## src/rtl/tcb_pkg.sv

```systemverilog
package tcb_pkg;
    typedef enum logic [1:0] {
        ST_IDLE   = 2'd0,
        ST_ARMED  = 2'd1,
        ST_POST   = 2'd2,
        ST_FROZEN = 2'd3
    } tcb_state_e;

    localparam logic [1:0] POS_START = 2'd0;
    localparam logic [1:0] POS_MID   = 2'd1;
endpackage

```

## src/rtl/tcb_window.sv

```systemverilog
module tcb_window #(
    parameter int AW = 16
) (
    input  logic          valid_i,
    input  logic          win_en_i,
    input  logic [AW-1:0] lo_i,
    input  logic [AW-1:0] hi_i,
    input  logic [AW-1:0] addr_i,
    output logic          keep_o
);
    logic in_range;

    always_comb begin
        in_range = (addr_i >= lo_i) && (addr_i <= hi_i);
        keep_o   = valid_i && (!win_en_i || in_range);
    end

    // an inverted window never qualifies a record
    always_comb begin
        if (win_en_i && (lo_i > hi_i)) begin
            p_empty_window_r3: assert (!keep_o);
        end
    end
endmodule

```

## src/rtl/tcb_store.sv

```systemverilog
module tcb_store #(
    parameter int DEPTH = 16,
    parameter int RW    = 36,
    localparam int PW   = $clog2(DEPTH)
) (
    input  logic          clk,
    input  logic          we_i,
    input  logic [PW-1:0] waddr_i,
    input  logic [RW-1:0] wdata_i,
    input  logic [PW-1:0] raddr_i,
    output logic [RW-1:0] rdata_o
);
    logic [RW-1:0] cells_q [DEPTH];

    always_ff @(posedge clk) begin
        if (we_i) begin
            cells_q[waddr_i] <= wdata_i;
        end
    end

    always_comb begin
        rdata_o = cells_q[raddr_i];
    end
endmodule

```

## src/rtl/tcb_ctrl.sv

```systemverilog
module tcb_ctrl
    import tcb_pkg::*;
#(
    parameter int DEPTH = 16,
    localparam int PW   = $clog2(DEPTH),
    localparam int CW   = $clog2(DEPTH) + 1
) (
    input  logic          clk,
    input  logic          rst_n,
    input  logic          keep_i,
    input  logic          trig_i,
    input  logic          run_start_i,
    input  logic          rearm_i,
    input  logic [1:0]    pos_i,
    output logic          we_o,
    output logic [PW-1:0] ptr_o,
    output logic          wrapped_o,
    output logic          frozen_o
);
    localparam logic [PW-1:0] LAST_SLOT = PW'(DEPTH - 1);

    typedef struct packed {
        tcb_state_e    st;
        logic [PW-1:0] ptr;
        logic          wrapped;
        logic [CW-1:0] cnt;
    } ctrl_t;

    ctrl_t         s_d, s_q;
    logic [CW-1:0] load_d;
    logic [CW-1:0] left_d;
    logic [CW-1:0] rem_d;
    logic          we_d;

    always_comb begin
        unique case (pos_i)
            POS_START: load_d = CW'(DEPTH);
            POS_MID:   load_d = CW'(DEPTH / 2);
            default:   load_d = '0;
        endcase
    end

    always_comb begin
        s_d    = s_q;
        we_d   = 1'b0;
        left_d = '0;
        rem_d  = '0;
        if (rearm_i) begin
            s_d.st      = ST_ARMED;
            s_d.ptr     = '0;
            s_d.wrapped = 1'b0;
            s_d.cnt     = '0;
        end else begin
            unique case (s_q.st)
                ST_IDLE: begin
                    if (run_start_i) begin
                        s_d.st      = ST_ARMED;
                        s_d.ptr     = '0;
                        s_d.wrapped = 1'b0;
                    end
                end
                ST_ARMED, ST_POST: begin
                    if (s_q.st == ST_ARMED && !trig_i) begin
                        we_d = keep_i && (pos_i != POS_START);
                    end else begin
                        left_d = (s_q.st == ST_ARMED) ? load_d : s_q.cnt;
                        if (left_d == '0) begin
                            s_d.st = ST_FROZEN;
                        end else begin
                            we_d    = keep_i;
                            rem_d   = left_d - CW'(keep_i);
                            s_d.cnt = rem_d;
                            s_d.st  = (rem_d == '0) ? ST_FROZEN : ST_POST;
                        end
                    end
                end
                default: ;
            endcase
            if (we_d) begin
                s_d.ptr = s_q.ptr + 1'b1;
                if (s_q.ptr == LAST_SLOT) begin
                    s_d.wrapped = 1'b1;
                end
            end
        end
    end

    always_ff @(posedge clk or negedge rst_n) begin
        if (!rst_n) begin
            s_q <= '{st: ST_IDLE, ptr: '0, wrapped: 1'b0, cnt: '0};
        end else begin
            s_q <= s_d;
        end
    end

    always_comb begin
        we_o      = we_d;
        ptr_o     = s_q.ptr;
        wrapped_o = s_q.wrapped;
        frozen_o  = (s_q.st == ST_FROZEN);
    end

    // idle never writes
    p_idle_quiet_r1: assert property (@(posedge clk) disable iff (!rst_n)
        (s_q.st == ST_IDLE) |-> !we_o);
    // each write moves the pointer by exactly one slot
    p_ptr_step_r2: assert property (@(posedge clk) disable iff (!rst_n)
        (we_o && !rearm_i) |=> (ptr_o == PW'($past(ptr_o) + 1'b1)));
    // wrap flag is sticky until re-arm
    p_wrap_sticky_r4: assert property (@(posedge clk) disable iff (!rst_n)
        (wrapped_o && !rearm_i) |=> wrapped_o);
    // end position freezes on the trigger edge
    p_end_freeze_r7: assert property (@(posedge clk) disable iff (!rst_n)
        (s_q.st == ST_ARMED && trig_i && pos_i[1] && !rearm_i) |=> frozen_o);
    // a frozen buffer holds still
    p_frozen_hold_r8: assert property (@(posedge clk) disable iff (!rst_n)
        (frozen_o && !rearm_i) |=> (frozen_o && $stable(ptr_o) && $stable(wrapped_o)));
    // re-arm clears and arms
    p_rearm_clear_r9: assert property (@(posedge clk) disable iff (!rst_n)
        rearm_i |=> (ptr_o == '0 && !wrapped_o && !frozen_o && s_q.st == ST_ARMED));
endmodule

```

## src/rtl/trace_capture_ctrl.sv

```systemverilog
module trace_capture_ctrl #(
    parameter int DEPTH = 16,
    parameter int AW    = 16,
    parameter int DW    = 16,
    parameter int TW    = 4,
    localparam int PW   = $clog2(DEPTH),
    localparam int RW   = TW + DW + AW
) (
    input  logic          clk,
    input  logic          rst_n,
    input  logic          rec_valid,
    input  logic [AW-1:0] rec_addr,
    input  logic [DW-1:0] rec_data,
    input  logic [TW-1:0] rec_type,
    input  logic          trig,
    input  logic          run_start,
    input  logic          rearm,
    input  logic          win_en,
    input  logic [AW-1:0] win_lo,
    input  logic [AW-1:0] win_hi,
    input  logic [1:0]    trig_pos,
    input  logic [PW-1:0] rd_addr,
    output logic [RW-1:0] rd_data,
    output logic          frozen,
    output logic [PW-1:0] wr_ptr,
    output logic          wrapped
);
    logic keep;
    logic we;

    tcb_window #(.AW(AW)) u_window (
        .valid_i  (rec_valid),
        .win_en_i (win_en),
        .lo_i     (win_lo),
        .hi_i     (win_hi),
        .addr_i   (rec_addr),
        .keep_o   (keep)
    );

    tcb_ctrl #(.DEPTH(DEPTH)) u_ctrl (
        .clk         (clk),
        .rst_n       (rst_n),
        .keep_i      (keep),
        .trig_i      (trig),
        .run_start_i (run_start),
        .rearm_i     (rearm),
        .pos_i       (trig_pos),
        .we_o        (we),
        .ptr_o       (wr_ptr),
        .wrapped_o   (wrapped),
        .frozen_o    (frozen)
    );

    tcb_store #(.DEPTH(DEPTH), .RW(RW)) u_store (
        .clk     (clk),
        .we_i    (we),
        .waddr_i (wr_ptr),
        .wdata_i ({rec_type, rec_data, rec_addr}),
        .raddr_i (rd_addr),
        .rdata_o (rd_data)
    );
endmodule

```

## config.mk

```make
export PLATFORM = sky130hd
export DESIGN_NAME = trace_capture_ctrl
export DESIGN_NICKNAME = d
export VERILOG_FILES = /design/src/rtl/tcb_pkg.sv /design/src/rtl/tcb_window.sv /design/src/rtl/tcb_store.sv /design/src/rtl/tcb_ctrl.sv /design/src/rtl/trace_capture_ctrl.sv
export SDC_FILE = /design/constraint.sdc
export NUM_CORES = 1
export LEC_CHECK = 0
export ABC_CLOCK_PERIOD_IN_PS = 10200
export BUFFER_PORTS_ARGS = -buffer_cell sky130_fd_sc_hd__clkbuf_2
export CORE_ASPECT_RATIO = 0.5
export CORE_MARGIN = 3
export CORE_UTILIZATION = 30
export CTS_CLUSTER_SIZE = 10
export DETAILED_ROUTE_END_ITERATION = 16
export GPL_ROUTABILITY_DRIVEN = 0
export PLACE_DENSITY_LB_ADDON = 0.12
export REMOVE_ABC_BUFFERS = 1
export SYNTH_ARGS = -nofsm -noshare
export SYNTH_HDL_FRONTEND = slang
export SYNTH_HIERARCHICAL = 1
export SYNTH_SLANG_ARGS = --single-unit
export TNS_END_PERCENT = 5
```

## constraint.sdc

```tcl
create_clock -name clk -period 10.2 [get_ports clk]
set_input_delay 1.02 -clock clk [delete_from_list [all_inputs] [get_ports clk]]
set_output_delay 1.02 -clock clk [all_outputs]
set_load 0.03 [all_outputs]
```

## Yosys cells after proc, flatten, opt, wreduce, memory -nomap -nowiden

Memories as Yosys holds them, arrays and structs flattened.
Cells that the tools add are included.

| word-level totals | value |
|---|---|
| flip-flop bits (word level) | 12 |
| bits in latches | 0 |
| RAM bits | 576 |
| memory bits (read-only) | 0 |
| bits of input ports | 81 |
| output and inout bits | 42 |
| memories kept | 1 |

Memories:

| name | depth | width | read ports | clocked after memory_dff | wr ports | RTL line | text |
|---|---|---|---|---|---|---|---|
| u_store.cells_q | 16 | 36 | 1 | 0 | 1 | tcb_store.sv:13 | `logic [RW-1:0] cells_q [DEPTH];` |

| operators by class | value |
|---|---|
| add/sub/neg operators | 2 |
| $mul | 0 |
| divide/modulo/power cells | 0 |
| order comparisons | 2 |
| equality and inequality tests | 9 |
| shifts and indexed selects | 0 |
| muxes and demuxes | 21 |
| bitwise logic cells | 0 |
| reduce and logical (&&, ||, !) cells | 20 |

Operators with widths:

| operator | count |
|---|---|
| $mux 5 | 6 |
| $ge 16x16->1 | 1 |
| $le 16x16->1 | 1 |
| $mux 12 | 1 |
| $logic_not 5->1 | 2 |
| $pmux 5 s2 | 1 |
| $mux 1 | 9 |
| $reduce_bool 3->1 | 3 |
| $mux 7 | 1 |
| $ne 3x3->1 const B | 2 |
| $reduce_and 3->1 | 2 |
| $sub 5x1->5 | 1 |
| $add 4x1->4 const B | 1 |
| $eq 2x1->1 const B | 2 |
| $eq 2x2->1 const B | 2 |
| $eq 4x4->1 const B | 1 |
| $logic_and 1x1->1 | 4 |
| $logic_not 2->1 | 2 |
| $mux 2 | 2 |
| $ne 2x2->1 const B | 2 |
| $pmux 2 s2 | 1 |
| $reduce_bool 2->1 | 2 |
| $logic_not 1->1 | 2 |
| $reduce_and 2->1 | 1 |
| 2 further kinds | 2 |

## Longest topological paths before layout

| logic depth | value |
|---|---|
| depth after elaboration | 11 |
| gate-level depth with buffers | 13 |

## By module

The synthesis kept the hierarchy.

Modules (own cells, without submodules):

| module | instances | cells an instance | area each (sq um) | sequential area each (sq um) |
|---|---|---|---|---|
| tcb_store | 1 | 902 | 21,599.5 | 17,296.6 |
| tcb_ctrl | 1 | 95 | 889.6 | 300.3 |
| tcb_window | 1 | 114 | 824.5 | 0.0 |

## Worst setup path before layout

Ideal clock, no wire load.

| path | value |
|---|---|
| kind | input to register |
| from | in win_hi[14] |
| to | mem u_store.cells_q[0][0], enable pin |
| setup time | 474 ps |
| arrival time | 5,643 ps |
| data required time | 9,726 ps |
| slack | 4,083 ps |
| stages on the path | 12 |
| cell sequence | inv_1 -> ha_1 -> a21oi_1 -> nand2_1 -> a221oi_2 -> o211ai_2 -> a22oi_2 -> o311ai_1 -> a31o_4 -> nor2_1 -> or3b_2 -> nor3_1 |

| between the ends | value |
|---|---|
| word-level cells in the longest chain between the ends | 11 |

Ends and longest elaborated chain:

| what | RTL line | text |
|---|---|---|
| start: declaration | trace_capture_ctrl.sv:20 | `input logic [AW-1:0] win_hi,` |
| $le 16x16->1 (*) | tcb_window.sv:14 | `in_range = (addr_i >= lo_i) && (addr_i <= hi_i);` |
| $logic_and 1x1->1 (*) | tcb_window.sv:14 |  |
| $logic_or 1x1->1 (*) | tcb_window.sv:15 | `keep_o = valid_i && (!win_en_i \|\| in_range);` |
| $logic_and 1x1->1 (*) | tcb_window.sv:15 |  |
| net keep | trace_capture_ctrl.sv:28 | `logic keep;` |
| $mux 1 / $logic_and 1x1->1 (equally long branches) | tcb_ctrl.sv:67, tcb_ctrl.sv:64 |  |
| $mux 1 (*) | tcb_ctrl.sv:63 | `if (s_q.st == ST_ARMED && !trig_i) begin` |
| $mux 1 (*) | tcb_ctrl.sv:54 | `unique case (s_q.st)` |
| $mux 1 (*) (2 in a row) | tcb_ctrl.sv:48 | `if (rearm_i) begin` |
| net we | trace_capture_ctrl.sv:29 | `logic we;` |
| $mux 1 (*) | tcb_store.sv:16 | `if (we_i) begin` |
| $mux 1 (implied by the code) (*) | tcb_store.sv:17 | `cells_q[waddr_i] <= wdata_i;` |
| end: declaration | tcb_store.sv:13 |  |

The timed path passes the listed nets; every way through them passes the cells marked *. The select of a mux whose other input is x is not followed.

## Final worst setup path

| path | value |
|---|---|
| from | in rd_addr[0] |
| to | out rd_data[28] |

| between the ends | value |
|---|---|
| word-level cells in the longest chain between the ends | 1 |

Ends and longest elaborated chain:

| what | RTL line | text |
|---|---|---|
| start: declaration | trace_capture_ctrl.sv:22 | `input logic [PW-1:0] rd_addr,` |
| $mem_v2 16x36 | -- |  |
| end: declaration | trace_capture_ctrl.sv:23 | `output logic [RW-1:0] rd_data,` |

No other way between the ends.

==> results.yml <==
setup_path:
  cp_max_fo: 78
  cp_slowest_stage_delay_ns: 0.81
  crit_arrival_ns: 3.93
  cp_num_buf_inv: 3
  crit_required_ns: 9.18
  critPathKind: "in -> out"
  cp_cell_sequence: "buf_8 -> buf_4 -> mux4_2 -> a22oi_1 -> nand2_1 -> clkbuf_2"
  end_kind: "output pin"
  crit_slowest_cell: "buf_4"
  crit_family: "buffers and inverters"
  cp-start-kind: "input port"
clock_tree:
  cts_inserted_buffers: 69
  cts_tree: "yes"
  postCtsResizedCells: 0
  hold_buffers: 0
  clockRootBuffer: "clkbuf_16"
  clk_pin_slew_ns: 0.06
  cts_buffer_depth: 3
  htree_num_levels: 3
  cts_sinks: 588
  clk_latency_ns: 0.60
  cts_setup_buffers: 0
sta:
  final_hold_viol_count: 0
  setup_violations: 0
  fin_crit_sh_pct: 48.5
  setup_ws_ns: 5.25
  setup_tns_ns: 0
  finClkSkew_ns: 0.0122
  slew-limit-headroom_pct: 30.1
  drv_slew: 0
  fmax_mhz: 202
  rsz0062_at_grt: "false"
  tightest_slew_ns: 1.05
  post-route-min-period_ns: 4.95
synthesis:
  async_reset_ff_share_pct: 2.04
  ys_warn_count: 6
  synthTopCellsByArea: "edfxtp_1, mux4_2, a22oi_1"
  synthTopCellsByCount: "edfxtp_1, mux4_2, a22oi_1"
  synthSimpleGateAreaFrac_pct: 2.59
  yosysSeqAreaShare_pct: 75.5
  synth_xor_area_share_pct: 0.150
  yosys_most_used_dff: "edfxtp_1"
  syn_area_per_cell_um2: 21.0
  synth_top_family_by_area: "multiplexers"
  synth_compound_area_share_pct: 3.86
  synth.most_common_cell: "edfxtp_1"
  syn-cell-area_mm2: 0.0233
  synth_area_leader_cell: "edfxtp_1"
  post_synth_num_cell_types: 53
  synth_top_area_share_pct: 74.2
  synth-edff-count: 576
  synthAdderAreaFrac_pct: 2.09
  synth-seq-cells: 588
  synthMuxAreaShare_pct: 14.0
  syn_inst: 1111
pwr:
  irDropWorstVdd_mv: 0.0900
  power.clock.fraction_pct: 40.3
  power_switching_mw: 1.19
  seqPwrFrac_pct: 51.4
  power_density_mw_per_mm2: 194
  p_int_mw: 4.08
  p_leak_nw: 8.86
  power_frac_comb_pct: 8.3
  swShare_pct: 22.6
grt:
  grt_pass1_wl_mm: 84.7
  grt_pass1_vias: 12500
  grt_usage_pct: 14.3
  grt_max_degree: 81
  antenna_found_initial: 1
  overflow: 0
finish:
  layout-drive-gt1-share_pct: 31.1
  syn2layout_area_growth_pct: 16.2
  layout.nets: 1395
  antennaDiodeCount: 0
detailed_routing:
  ant_nets: 0
  dr_total_vias: 11400
  avgViaCountPerCell: 4.95
  routed_wl_mm: 57.9
  first_iter_violations: 847
  drt-pass1-iter-count: 4
  drc: 0
  routedWlPerCell_um: 25.1
place:
  pre_cts_slack_ns: 4.66
  io_buffers: 122
  hpwl_mm: 31.6
run_status:
  status: "complete, no violations"
floorplan:
  core_mm2: 0.0760
  ios: 123
  num_rows: 71
  start_util_pct: 30.7
  fp.dieW_um: 400
  dieArea_mm2: 0.0813
  die_h_um: 203
min_path:
  hp-class: "in -> async"
run:
  maxCapViolCount: 0
## worst register-to-register path: cells and delay by family (launching register included)
kind                     cells  cell delay (ns)
AO/OA/AOI/OAI                1             0.25
adder cells (fa/ha/maj)      1             0.24
buffers and inverters        2             0.69
flip-flops                   1             0.38
AND/OR/NAND/NOR              5             1.84
## placed cells by master (no fill, tap or decap), types with 2 or more instances in the layout
master,n
buf_4,23
a31oi_1,3
nand3b_1,4
nor2_4,13
mux2i_1,2
nor3_2,5
o211ai_1,2
dfrtp_1,12
nand4_1,8
a22oi_1,73
clkbuf_16,70
a21oi_1,18
clkbuf_1,4
clkbuf_2,120
xor2_1,3
mux4_2,144
nand3_1,9
a21oi_2,2
edfxtp_1,576
clkinv_1,2
a211oi_1,3
o21ai_0,4
clkinv_8,3
ha_1,39
nor2b_4,2
nor2_1,10
nor2b_1,4
nand2_1,51
inv_1,36
nand2b_1,10
o21ai_1,2
## per-stage QoR
step | std cells | cell area, µm² | power [mW] | hold WS (ns) | util (%)
4_1_cts | 2308 | 27100 | 5.36 | 0.285 | 35.6
5_1_grt | 2308 | 27100 | 5.48 | 0.299 | 35.6
2_1_floorplan | 1059 | 23000 | 3.01 | 0.478 | -
3_5_place_dp | 2226 | 25200 | 3.20 | 0.523 | 33.2
6_report | 2308 | 27100 | 5.26 | 0.329 | 35.6
3_3_place_gp | 2226 | 25200 | 3.19 | 0.507 | 33.2
## final timing paths
check / end / start / slack (ns) / cells after the start
max: rd_data[28] / rd_addr[0] / 5.25 / 6
min: u_ctrl/s_q[3]$_DFFE_PN0P_ / rst_n / 0.33 / 1
max reg2reg: u_store/cells_q[11][3]$_DFFE_PP_ / u_ctrl/s_q[11]$_DFFE_PN0P_ / 6.41 / 9
min reg2reg: u_ctrl/s_q[4]$_DFFE_PN0P_ / u_ctrl/s_q[4]$_DFFE_PN0P_ / 0.53 / 2
max in group asynchronous: u_ctrl/ptr_o[3]$_DFFE_PN0P_ / rst_n / 9.61 / 1
min in group clk: u_ctrl/s_q[4]$_DFFE_PN0P_ / u_ctrl/s_q[4]$_DFFE_PN0P_ / 0.53 / 2
## cell type report
cell class                 instances  area, µm²
multi-input combinational        435       5430
clock inverter                     7       73.8
inverter                          36        135
tap                             1022       1280
sequential                       588      17600
fill                            7113      49000
timing repair buffer             145        800
clock buffer                      75       1780
## sequential cells by signal, summed over array words and instances (netlist names)
signal	flops
u_store/cells_q	576
u_ctrl/wrapped_o	1
u_ctrl/s_q	7
u_ctrl/ptr_o	4
## cells by family (layout without fill, tap and decap cells)
| kind of cell | count (synthesis) | after routing |
|---|---|---|
| muxes | 146 | 146 |
| adders and majority gates | 39 | 39 |
| AOI/OAI and AO/OA | 121 | 121 |
| DFF | 588 | 588 |
| xor gates and xnor gates | 4 | 4 |
| buffers and inverters | 88 | 263 |
| and+or+nand+nor | 125 | 125 |
## power groups by stage
stage	Sequential [mW]	Clock, mW	Combinational, mW
after floorplan	2.75	0	0.261
after global placement	2.75	0	0.443
after detailed placement	2.75	0	0.448
after CTS	2.70	2.20	0.450
after global routing	2.71	2.29	0.484
final	2.70	2.12	0.438
## layer usage
metal	share of wire, %	track usage, %	vias up
met2	49	23.8	231
met3	3.8	3.07	72
met5	0.017	0	-
met4	1.8	3.31	2
met1	45	19.3	6197
li1	-	-	4934
(Power assumes the default switching activity.)
